## src/rtl/gpio_pkg.sv

```systemverilog
package gpio_pkg;

    // Byte offsets of the register map
    localparam int unsigned OFS_OUT  = 'h00;
    localparam int unsigned OFS_SET  = 'h04;
    localparam int unsigned OFS_CLR  = 'h08;
    localparam int unsigned OFS_TGL  = 'h0C;
    localparam int unsigned OFS_IN   = 'h10;
    localparam int unsigned OFS_DIR  = 'h14;
    localparam int unsigned OFS_LAST = OFS_DIR;

    typedef enum logic [2:0] {
        SEL_OUT,
        SEL_SET,
        SEL_CLR,
        SEL_TGL,
        SEL_IN,
        SEL_DIR,
        SEL_NONE
    } reg_sel_e;

    typedef enum logic {
        BUS_IDLE,
        BUS_ERR_WAIT
    } bus_state_e;

endpackage

```

## src/rtl/gpio_decode.sv

```systemverilog
module gpio_decode
    import gpio_pkg::*;
#(
    parameter int AW = 12
) (
    input  logic [AW-1:0] addr,
    output reg_sel_e      sel,
    output logic          legal
);
    localparam int IW = AW - 2;
    localparam logic [IW-1:0] IDX_OUT = IW'(OFS_OUT >> 2);
    localparam logic [IW-1:0] IDX_SET = IW'(OFS_SET >> 2);
    localparam logic [IW-1:0] IDX_CLR = IW'(OFS_CLR >> 2);
    localparam logic [IW-1:0] IDX_TGL = IW'(OFS_TGL >> 2);
    localparam logic [IW-1:0] IDX_IN  = IW'(OFS_IN  >> 2);
    localparam logic [IW-1:0] IDX_DIR = IW'(OFS_DIR >> 2);

    logic [IW-1:0] widx;
    logic          aligned;

    assign widx    = addr[AW-1:2];
    assign aligned = (addr[1:0] == 2'b00);

    always_comb begin
        sel = SEL_NONE;
        if (aligned) begin
            case (widx)
                IDX_OUT: sel = SEL_OUT;
                IDX_SET: sel = SEL_SET;
                IDX_CLR: sel = SEL_CLR;
                IDX_TGL: sel = SEL_TGL;
                IDX_IN:  sel = SEL_IN;
                IDX_DIR: sel = SEL_DIR;
                default: sel = SEL_NONE;
            endcase
        end
    end

    assign legal = (sel != SEL_NONE);

endmodule

```

## src/rtl/gpio_sync.sv

```systemverilog
module gpio_sync #(
    parameter int W      = 32,
    parameter int STAGES = 2
) (
    input  logic         clk,
    input  logic         rst_n,
    input  logic [W-1:0] async_in,
    output logic [W-1:0] sync_out
);
    logic [STAGES-1:0][W-1:0] chain;

    genvar s;
    generate
        for (s = 0; s < STAGES; s++) begin : g_stage
            if (s == 0) begin : g_first
                always_ff @(posedge clk or negedge rst_n) begin
                    if (!rst_n) chain[0] <= '0;
                    else        chain[0] <= async_in;
                end
            end else begin : g_next
                always_ff @(posedge clk or negedge rst_n) begin
                    if (!rst_n) chain[s] <= '0;
                    else        chain[s] <= chain[s-1];
                end
            end
        end
    endgenerate

    assign sync_out = chain[STAGES-1];

endmodule

```

## src/rtl/gpio_bus_fsm.sv

```systemverilog
module gpio_bus_fsm
    import gpio_pkg::*;
(
    input  logic clk,
    input  logic rst_n,
    input  logic req_valid,
    input  logic req_legal,
    output logic rsp_ready,
    output logic rsp_error,
    output logic acc_go
);
    bus_state_e state_q, state_d;

    // next state
    always_comb begin
        state_d = state_q;
        unique case (state_q)
            BUS_IDLE:     if (req_valid && !req_legal) state_d = BUS_ERR_WAIT; // T_ILLEGAL
            BUS_ERR_WAIT: state_d = BUS_IDLE;                                 // T_RESPOND
            default:      state_d = BUS_IDLE;
        endcase
    end

    // state register
    always_ff @(posedge clk or negedge rst_n) begin
        if (!rst_n) state_q <= BUS_IDLE;
        else        state_q <= state_d;
    end

    // outputs
    always_comb begin
        rsp_ready = 1'b1;
        rsp_error = 1'b0;
        acc_go    = 1'b0;
        unique case (state_q)
            BUS_IDLE: begin
                rsp_ready = !(req_valid && !req_legal);
                acc_go    = req_valid && req_legal;
            end
            BUS_ERR_WAIT: begin
                rsp_ready = 1'b1;
                rsp_error = 1'b1;
            end
            default: begin
                rsp_ready = 1'b1;
            end
        endcase
    end

endmodule

```

## src/rtl/gpio_regfile.sv

```systemverilog
module gpio_regfile
    import gpio_pkg::*;
#(
    parameter int DW = 32
) (
    input  logic          clk,
    input  logic          rst_n,
    input  logic          wr_en,
    input  logic          rd_en,
    input  reg_sel_e      sel,
    input  logic [DW-1:0] wdata,
    input  logic [DW-1:0] pins_sync,
    output logic [DW-1:0] rdata,
    output logic [DW-1:0] out_q,
    output logic [DW-1:0] dir_q
);
    always_ff @(posedge clk or negedge rst_n) begin
        if (!rst_n) begin
            out_q <= '0;
            dir_q <= '0;
        end else if (wr_en) begin
            unique case (sel)
                SEL_OUT: out_q <= wdata;
                SEL_SET: out_q <= out_q | wdata;
                SEL_CLR: out_q <= out_q & ~wdata;
                SEL_TGL: out_q <= out_q ^ wdata;
                SEL_DIR: dir_q <= wdata;
                default: ;
            endcase
        end
    end

    always_comb begin
        rdata = '0;
        if (rd_en) begin
            unique case (sel)
                SEL_OUT: rdata = out_q;
                SEL_IN:  rdata = pins_sync;
                SEL_DIR: rdata = dir_q;
                default: rdata = '0;
            endcase
        end
    end

endmodule

```

## src/rtl/gpio_alias_port.sv

```systemverilog
module gpio_alias_port
    import gpio_pkg::*;
#(
    parameter int DW          = 32,
    parameter int AW          = 12,
    parameter int SYNC_STAGES = 2
) (
    input  logic          clk,
    input  logic          rst_n,
    input  logic          bus_valid,
    input  logic          bus_write,
    input  logic [AW-1:0] bus_addr,
    input  logic [DW-1:0] bus_wdata,
    output logic [DW-1:0] bus_rdata,
    output logic          bus_ready,
    output logic          bus_error,
    input  logic [DW-1:0] pin_in,
    output logic [DW-1:0] pin_out,
    output logic [DW-1:0] pin_oe
);
    reg_sel_e      sel;
    logic          legal;
    logic          acc_go;
    logic [DW-1:0] pins_sync;

    gpio_decode #(.AW(AW)) i_decode (
        .addr  (bus_addr),
        .sel   (sel),
        .legal (legal)
    );

    gpio_bus_fsm i_fsm (
        .clk       (clk),
        .rst_n     (rst_n),
        .req_valid (bus_valid),
        .req_legal (legal),
        .rsp_ready (bus_ready),
        .rsp_error (bus_error),
        .acc_go    (acc_go)
    );

    gpio_sync #(.W(DW), .STAGES(SYNC_STAGES)) i_sync (
        .clk      (clk),
        .rst_n    (rst_n),
        .async_in (pin_in),
        .sync_out (pins_sync)
    );

    gpio_regfile #(.DW(DW)) i_regs (
        .clk       (clk),
        .rst_n     (rst_n),
        .wr_en     (acc_go && bus_write),
        .rd_en     (acc_go && !bus_write),
        .sel       (sel),
        .wdata     (bus_wdata),
        .pins_sync (pins_sync),
        .rdata     (bus_rdata),
        .out_q     (pin_out),
        .dir_q     (pin_oe)
    );

endmodule

```

## config.mk

```make
export PLATFORM = sky130hd
export DESIGN_NAME = gpio_alias_port
export DESIGN_NICKNAME = d
export VERILOG_FILES = /design/src/rtl/gpio_pkg.sv /design/src/rtl/gpio_decode.sv /design/src/rtl/gpio_sync.sv /design/src/rtl/gpio_bus_fsm.sv /design/src/rtl/gpio_regfile.sv /design/src/rtl/gpio_alias_port.sv
export SDC_FILE = /design/constraint.sdc
export NUM_CORES = 1
export LEC_CHECK = 0
export ABC_AREA = 0
export BUFFER_PORTS_ARGS = -buffer_cell sky130_fd_sc_hd__buf_4
export CAP_MARGIN = 20
export CORE_MARGIN = 3
export CORE_UTILIZATION = 30
export CTS_CLUSTER_SIZE = 10
export DETAILED_ROUTE_END_ITERATION = 8
export SKIP_CTS_REPAIR_TIMING = 1
export SLEW_MARGIN = 0
export SYNTH_ARGS = -nofsm -noshare
export SYNTH_HDL_FRONTEND = slang
export SYNTH_SLANG_ARGS = --single-unit
```

## constraint.sdc

```tcl
create_clock -name clk -period 3.7 [get_ports clk]
set_clock_uncertainty 0.2 [all_clocks]
set_input_delay 0.74 -clock clk [delete_from_list [all_inputs] [get_ports clk]]
set_output_delay 0.74 -clock clk [all_outputs]
set_load 0.01 [all_outputs]
```

Word-level counts from Yosys, hierarchy flattened:

Cells that the tools add are included.

* memories: 0
* bits in latches: 0
* word-level logic and storage cells: 44
* output and inout port bits: 98
* input bits: 80
* bits in read-only memories: 0
* bits in registers: 129
* memory bits (writable): 0

* divide/modulo/power cells: 0
* $mul: 0
* equality and inequality tests: 11
* add/subtract/negate cells: 0
* multiplexer cells: 10
* reduce and logical (&&, ||, !) cells: 13
* $lt $le $gt $ge: 0
* shift-type cells: 0
* bitwise logic cells: 5

Operators by type and width (count)
* case mux 32 bit (4 select lines): 1
* case mux 32 bit (3 select lines): 1
* AND 32 bit: 1
* 2-to-1 mux 32 bit: 1
* inverter 32 bit: 1
* bitwise OR 32 bit: 1
* XOR 32 bit: 1
* == test 10 x 2 -> 1 bit (second input constant): 2
* == test 10 x 3 -> 1 bit (second input constant): 2
* case mux 3 bit (6 select lines): 1
* == test 10 x 1 -> 1 bit (second input constant): 1
* logical NOT 10 bit: 1
* == test 3 x 2 -> 1 bit (second input constant): 2
* == test 3 bit (second input constant): 2
* logical AND 1 bit: 4
* case mux 1 bit (2 select lines): 2
* AND reduction 2 bit: 2
* nonzero test 4 bit: 1
* == test 3 x 1 -> 1 bit (second input constant): 1
* logical NOT 1 bit: 3
* logical NOT 3 bit: 1
* 2-to-1 mux 1 bit: 3
* 2-to-1 mux 3 bit: 1
* inequality test 3 bit (second input constant): 1
* 2 further kinds: 2

Depth between registers and ports, before layout:

Gate-level depths: netlist (run 1).

* depth after elaboration: 8
* depth in mapped cells: 6
* mapped depth without buffers: 6

Modules after synthesis:

From an unflattened synthesis (run 1), not the netlist that was laid out.

* cell total of the unflattened synthesis: 666
* area total of the unflattened synthesis: 7076.8 um^2

Modules (own cells, without submodules)
* gpio_regfile: instances 1, area an instance 5104.9 um^2, cells each 557
* gpio_sync: instances 1, area an instance 1841.8 um^2, cells each 96
* gpio_decode: instances 1, area an instance 62.6 um^2, cells each 7
* gpio_bus_fsm: instances 1, area an instance 51.3 um^2, cells each 4
* gpio_alias_port: instances 1, area an instance 16.3 um^2, cells each 2

Worst setup path after synthesis (run 1):

No wires, ideal clock.

* path type: input to output
* start point: input bus_addr[8]
* end point: output bus_rdata[10]
* arrival: 2.222 ns
* cell stages on the path: 5
* slack: 0.538 ns
* required time: 2.760 ns
* buffers on the path: 1
* cell sequence: or4_1 nor3_4 nand3_1 clkbuf_1 nor2_1

* cells in the longest elaborated chain, start to end: 8

RTL lines
* start, declared: line gpio_alias_port.sv:12 `input logic [AW-1:0] bus_addr,`
* == test 10 x 3 -> 1 bit, or another cell as far along: line gpio_decode.sv:27 `case (widx)`
* case mux 3 bit (6 select lines) *: line gpio_decode.sv:27
* 2-to-1 mux 3 bit *: line gpio_decode.sv:26 `if (aligned) begin`
* inequality test 3 bit: line gpio_decode.sv:39 `assign legal = (sel != SEL_NONE);`
* logical AND 1 bit: line gpio_bus_fsm.sv:38 `acc_go = req_valid && req_legal;`
* 2-to-1 mux 1 bit: line gpio_bus_fsm.sv:35 `unique case (state_q)`
* logical AND 1 bit: line gpio_alias_port.sv:53 `.rd_en (acc_go && !bus_write),`
* 2-to-1 mux 32 bit *: line gpio_regfile.sv:35 `if (rd_en) begin`
* end, declared: line gpio_alias_port.sv:14 `output logic [DW-1:0] bus_rdata,`

Mark *: on every way between the ends. The rest lies on a longest branch, timed or not.

Final worst setup path (run 1):

* start point: input bus_addr[8]
* end point: output bus_rdata[31]

The elaborated chain is that of the path after synthesis.

==> metrics.cfg, run 1 <==
[run_status]
status=completed

[synth]
yosysMostFrequentCell=dfrtp_1
synth_edf_count=0
ys_warn_count=0
async_reset_ff_share_pct=100
synth_ff_type=dfrtp_1
synth_nets=820
synth-simple-area-share_pct=12.4
synth_area_leaders=dfrtp_1 47%, ha_1 12%, nor2b_1 5.5%, mux2_1 4.9%, o21ai_0 4.4%
synth_mux_area_share_pct=5.22
yosysUniqueCellTypes=30
syn-mean-instance-area_sq_um=10.2
synth-xor-area-share_pct=0
synth_fa_ha_area_share_pct=11.6
synth_top_cells_by_count=129 x dfrtp_1, 66 x inv_1, 64 x ha_1, 61 x nor2b_1, 61 x o21ai_0
synthesis.area_sq_um=6900
yosysSeqAreaShare_pct=46.8
synth_top_family_by_area=compound AO/OA/AOI/OAI gates
synth_largest_area_cell=dfrtp_1
synth_compound_area_share_pct=17.8
ys_ff_latch=129
synthCells=676
yosysTopAreaCellShare_pct=46.8

[setup_path]
critical_path_class=in2out
slowest_stage=nor4_1
path_cells=buf_4 -> nor4_1 -> buf_4 -> o2111ai_4 -> buf_12 -> a22oi_1 -> nor2_1 -> buf_4
critPathLaunch=bus_addr[8]
regToRegStartpoint=i_fsm.state_q
required_ps=2760
critPathMaxFanout=17
cp_num_buf_inv=4
max_stage_delay_ps=380
path_delay_family=buffers and inverters
crit_top_cell=buf_4
start_kind=input port
crit_path_end_kind=output port
worstPathArrival_ps=2430

[place]
detailed_place_hpwl_mm=13.2
dp_slack_ps=268
port-buffer-count=177
routabilityCongestion=0.713

[timing]
max_freq_ghz=0.296
tightest_slew_ps=617
fin_crit_ps=3370
fin_tns_setup_ps=0
setup_slack_ps=326
rsz0062_at_grt=false
slew_headroom_pct=58.9
drv_slew=0
fin_crit_sh_pct=91.2
final_hold_viol_count=0
setup_violations=0

[cells_and_area]
layout-drive-gt1-share_pct=27.5
area_delta_synth_final_pct=34.0
fin_nets=992
fin_util_pct=41.6
diodes=0

[power_and_ir_drop]
pwr-share-comb_pct=8.1
leakagePower_nw=4.61
p_sw_share_pct=22.5
ir_drop_mv=0.288
total_power_mw=3.46
p_sw_uw=778
internal_power_mw=2.68
seqPwrFrac_pct=42.4
power_density_nw_per_um2=374
p_clk_share_pct=49.5

[clock_network]
cts_tree=built
path_clk_slew_ps=50
cts_inserted_buffers=17
clockBufferDepth=2
worstSkewPairLatency_ps=410
cts_root_buf=clkbuf_16
cts.sinks=129
cts_max_level=4

[floorplanning]
coreArea_sq_um=22200
fp.dieH_microns=158
die_w_microns=158
initial_utilization_pct=31.0
die_area_sq_um=24900
rows=54
ios=178

[global_routing]
grt-ovfl-total=0
grt_pass1_wl_mm=30.5
grt_max_degree=66
antenna_found_initial=0
grt_pass1_vias=5612
track_usage_pct=15.8

[detailed_routing]
routed_via_density=4.81
routed_wl_mm=19.4
wl_per_cell_microns=17.0
vias=5487
drtAntennaViolNets=0
drc=0
dr.pass1.iters=4
first_iter_violations=192

[hold_path]
hold_class=in2async

[job]
drv_cap=0

==> power groups by stage <==
stage | registers [mW] | logic, mW | clock network (mW)
after global placement | 1.49 | 0.282 | 0
final | 1.47 | 0.280 | 1.71
after CTS | 1.47 | 0.287 | 1.75
after global routing | 1.47 | 0.318 | 1.82
after floorplan | 1.49 | 0.121 | 0
after detailed placement | 1.49 | 0.285 | 0
==> layer usage <==
metal | global-route usage, % | up-vias | part of all wire [%]
met5 | 0 | - | 0
met4 | 3.97 | 0 | 1.1
met3 | 5.17 | 15 | 5.7
met2 | 25.4 | 127 | 46
met1 | 20.8 | 2670 | 47
li1 | - | 2675 | -
==> cells by family after synthesis <==
kind of cell / Yosys count
buf+inv: 111
simple gates: 146
mux: 32
flops: 129
compound gates: 194
fa+ha+maj: 64
==> flip-flops by register name, indices dropped and copies added (netlist names) <==
name and count:
i_sync.sync_out 32, i_regs.out_q 32, i_sync.chain 32, i_regs.dir_q 32, i_fsm.state_q 1
==> worst paths after layout <==
kind / end / depth (start not counted) / slack [ps]
max: bus_rdata[31] / 8 / 330
min: i_sync.chain[10] / 1 / 110
max reg2reg: i_regs.out_q[21] / 5 / 1650
min reg2reg: i_sync.sync_out[8] / 0 / 140
max in group asynchronous: i_regs.out_q[23] / 2 / 2390
min in group clk: i_sync.sync_out[8] / 0 / 140
==> cell type report <==
type	instances	area (sq um)
clock inverter	9	130
multi-input combinational	436	3280
inverter	66	248
sequential	129	3230
clock buffer	23	468
tap	280	350
timing repair buffer	198	1540
fill	2150	13000
==> placed cells by master, fill, tap and decap left out, types with 3 or more instances in the layout <==
cell	instances
a21oi_1	32
a22o_1	32
a22oi_1	32
buf_12	4
buf_4	193
bufinv_16	3
clkbuf_1	4
clkbuf_16	17
clkinv_2	3
dfrtp_1	129
ha_1	64
inv_1	66
mux2_1	30
nand2_1	6
nand2b_1	32
nor2_1	33
nor2b_1	60
o211ai_1	3
o21ai_0	61
o22ai_1	32
==> stage by stage <==
step | hold slack (ps) | area [sq um] | cells
2_1_floorplan | 131 | 6900 | 676
3_3_place_gp | 132 | 8650 | 1109
3_5_place_dp | 135 | 8650 | 1109
4_1_cts | 131 | 9250 | 1141
5_1_grt | 151 | 9250 | 1141
6_report | 115 | 9250 | 1141
(Power assumes the default switching activity.)
==> inputs of run 2 (changes only) <==
CTS_CLUSTER_SIZE = 25   (was 10)
clock period = 3.3 ns   (was 3.7 ns; I/O delays follow)
==> run 2 against run 1 <==
The run now ends with negative hold slack left. Worst setup slack worse by 130 ps. First-iteration DRC count is 44% higher. Design area is 0.38% higher. Core utilization is 0.16 points higher. Die area stayed put. Global-route usage hardly changed. Sequential share of layout area is 0.13 points lower. Final cell count is 0.18% higher. Worst hold slack worse by 120 ps. Critical path depth is 1 lower. Critical path type unchanged. Largest power group unchanged.
==> metrics.cfg, run 2 (synthesis gave the netlist of run 1 again) <==
[setup_path]
critPathMaxFanout=32
worstPathArrival_ps=2240
slowest_stage=or4_1
path_delay_family=simple AND/OR/NAND/NOR gates
start_kind=input port
path_cells=buf_4 -> or4_1 -> nor3_4 -> nand3_2 -> buf_12 -> nor2_1 -> buf_4
crit_path_end_kind=output port
critical_path_class=in2out
required_ps=2440
crit_top_cell=buf_4
max_stage_delay_ps=620
cp_num_buf_inv=3

[cells_and_area]
multi_input_area_sq_um=3280
area_delta_synth_final_pct=34.5
n_fill_cell=2164
seqCellArea_sq_um=3230
diodes=0
mostFrequentLayoutCells=193 x buf_4, 129 x dfrtp_1, 66 x inv_1
layout-drive-gt1-share_pct=28.2
final_common_cell=buf_4
fin_util_pct=41.8
fin_nets=994

[timing]
rsz0062_at_grt=false
fin_tns_setup_ps=0
tightest_slew_ps=586
whs_ps=-2.73
fin_crit_sh_pct=94.0
slew_headroom_pct=60.9
setup_violations=0
final_hold_viol_count=8
drv_slew=0
max_freq_ghz=0.322
fin_crit_ps=3100

[power_and_ir_drop]
leakagePower_nw=4.62
total_power_mw=3.86
ir_drop_mv=0.306
power_density_nw_per_um2=416

[clock_network]
cts_inserted_buffers=17
worstSkewPairLatency_ps=410
clockBufferDepth=2
cts_tree=built
cts_max_level=4
cts.sinks=129
path_clk_slew_ps=60
cts_root_buf=clkbuf_16

[floorplanning]
rows=54
die_w_microns=158
die_area_sq_um=24900
initial_utilization_pct=31.0
ios=178
fp.dieH_microns=158
coreArea_sq_um=22200

[detailed_routing]
dr.pass1.iters=4
drtAntennaViolNets=0
first_iter_violations=277
vias=5494
routed_via_density=4.81
wl_per_cell_microns=16.7
drc=0
routed_wl_mm=19.1

[global_routing]
antenna_found_initial=0
busiest_layer=met2
track_usage_pct=15.8
grt_pass1_wl_mm=30.5
grt-ovfl-total=0
grtUsageMet1_pct=21.4
met2_usage_pct=25.2
grt_max_degree=67
grtUsageMet3_pct=4.21
grt_pass1_vias=5563

[place]
detailed_place_hpwl_mm=13.1
routabilityCongestion=0.739
port-buffer-count=177

[hold_path]
hold_class=in2async

[job]
drv_cap=0

[run_status]
violations=negative hold slack
status=finished with violations

## run 2: cell count changes in the layout (fill, tap and decap cells not counted)
| cell | previous run | this run |
|---|---|---|
| clkbuf_8 | 2 | 1 |
| buf_12 | 4 | 6 |
| inv_8 | 0 | 1 |
| clkinv_4 | 1 | 2 |
| clkbuf_1 | 4 | 0 |
| inv_6 | 1 | 4 |
| clkinvlp_4 | 1 | 2 |
| bufinv_16 | 3 | 2 |
## run 2: power by group
group          total (mW)  internal, mW  switching (mW)
Combinational       0.314         0.150           0.164
Sequential           1.64          1.63          0.0167
Clock                1.91          1.14           0.762
Total                3.86          2.92           0.943
## run 2: per-layer routing
metal	share of wire (%)	routed length (microns)
met2	48	9100
met5	0	0
met4	0.80	153
met3	5.6	1060
met1	46	8770
## run 2: final timing paths
kind	depth (start not counted)	to	start	slack, ps
max reg2reg	5	i_regs.out_q[3]	i_fsm.state_q	1260
min reg2reg	0	i_sync.sync_out[7]	i_sync.chain[7]	150
min in group clk	1	i_sync.chain[17]	pin_in[17]	140
max in group asynchronous	2	i_sync.chain[29]	rst_n	2210
max	7	bus_rdata[19]	bus_addr[8]	200
min	1	i_sync.chain[10]	rst_n	-3
## run 2: cell type report
class | instances | share of cell area, %
repair buffers | 200 | 17.0
clock inverters | 14 | 1.66
multi-input cells | 436 | 35.4
well taps | 280 | 3.77
inverters | 66 | 2.67
flip-flops and latches | 129 | 34.8
clock buffers | 18 | 4.73
## run 2: per-stage QoR
stage | instance area, sq um | setup WS (ps) | instances
2_1_floorplan | 6900 | 298 | 676
3_3_place_gp | 8690 | 133 | 1111
3_5_place_dp | 8690 | 190 | 1111
4_1_cts | 9280 | 181 | 1143
5_1_grt | 9280 | 98.9 | 1143
6_report | 9280 | 199 | 1143
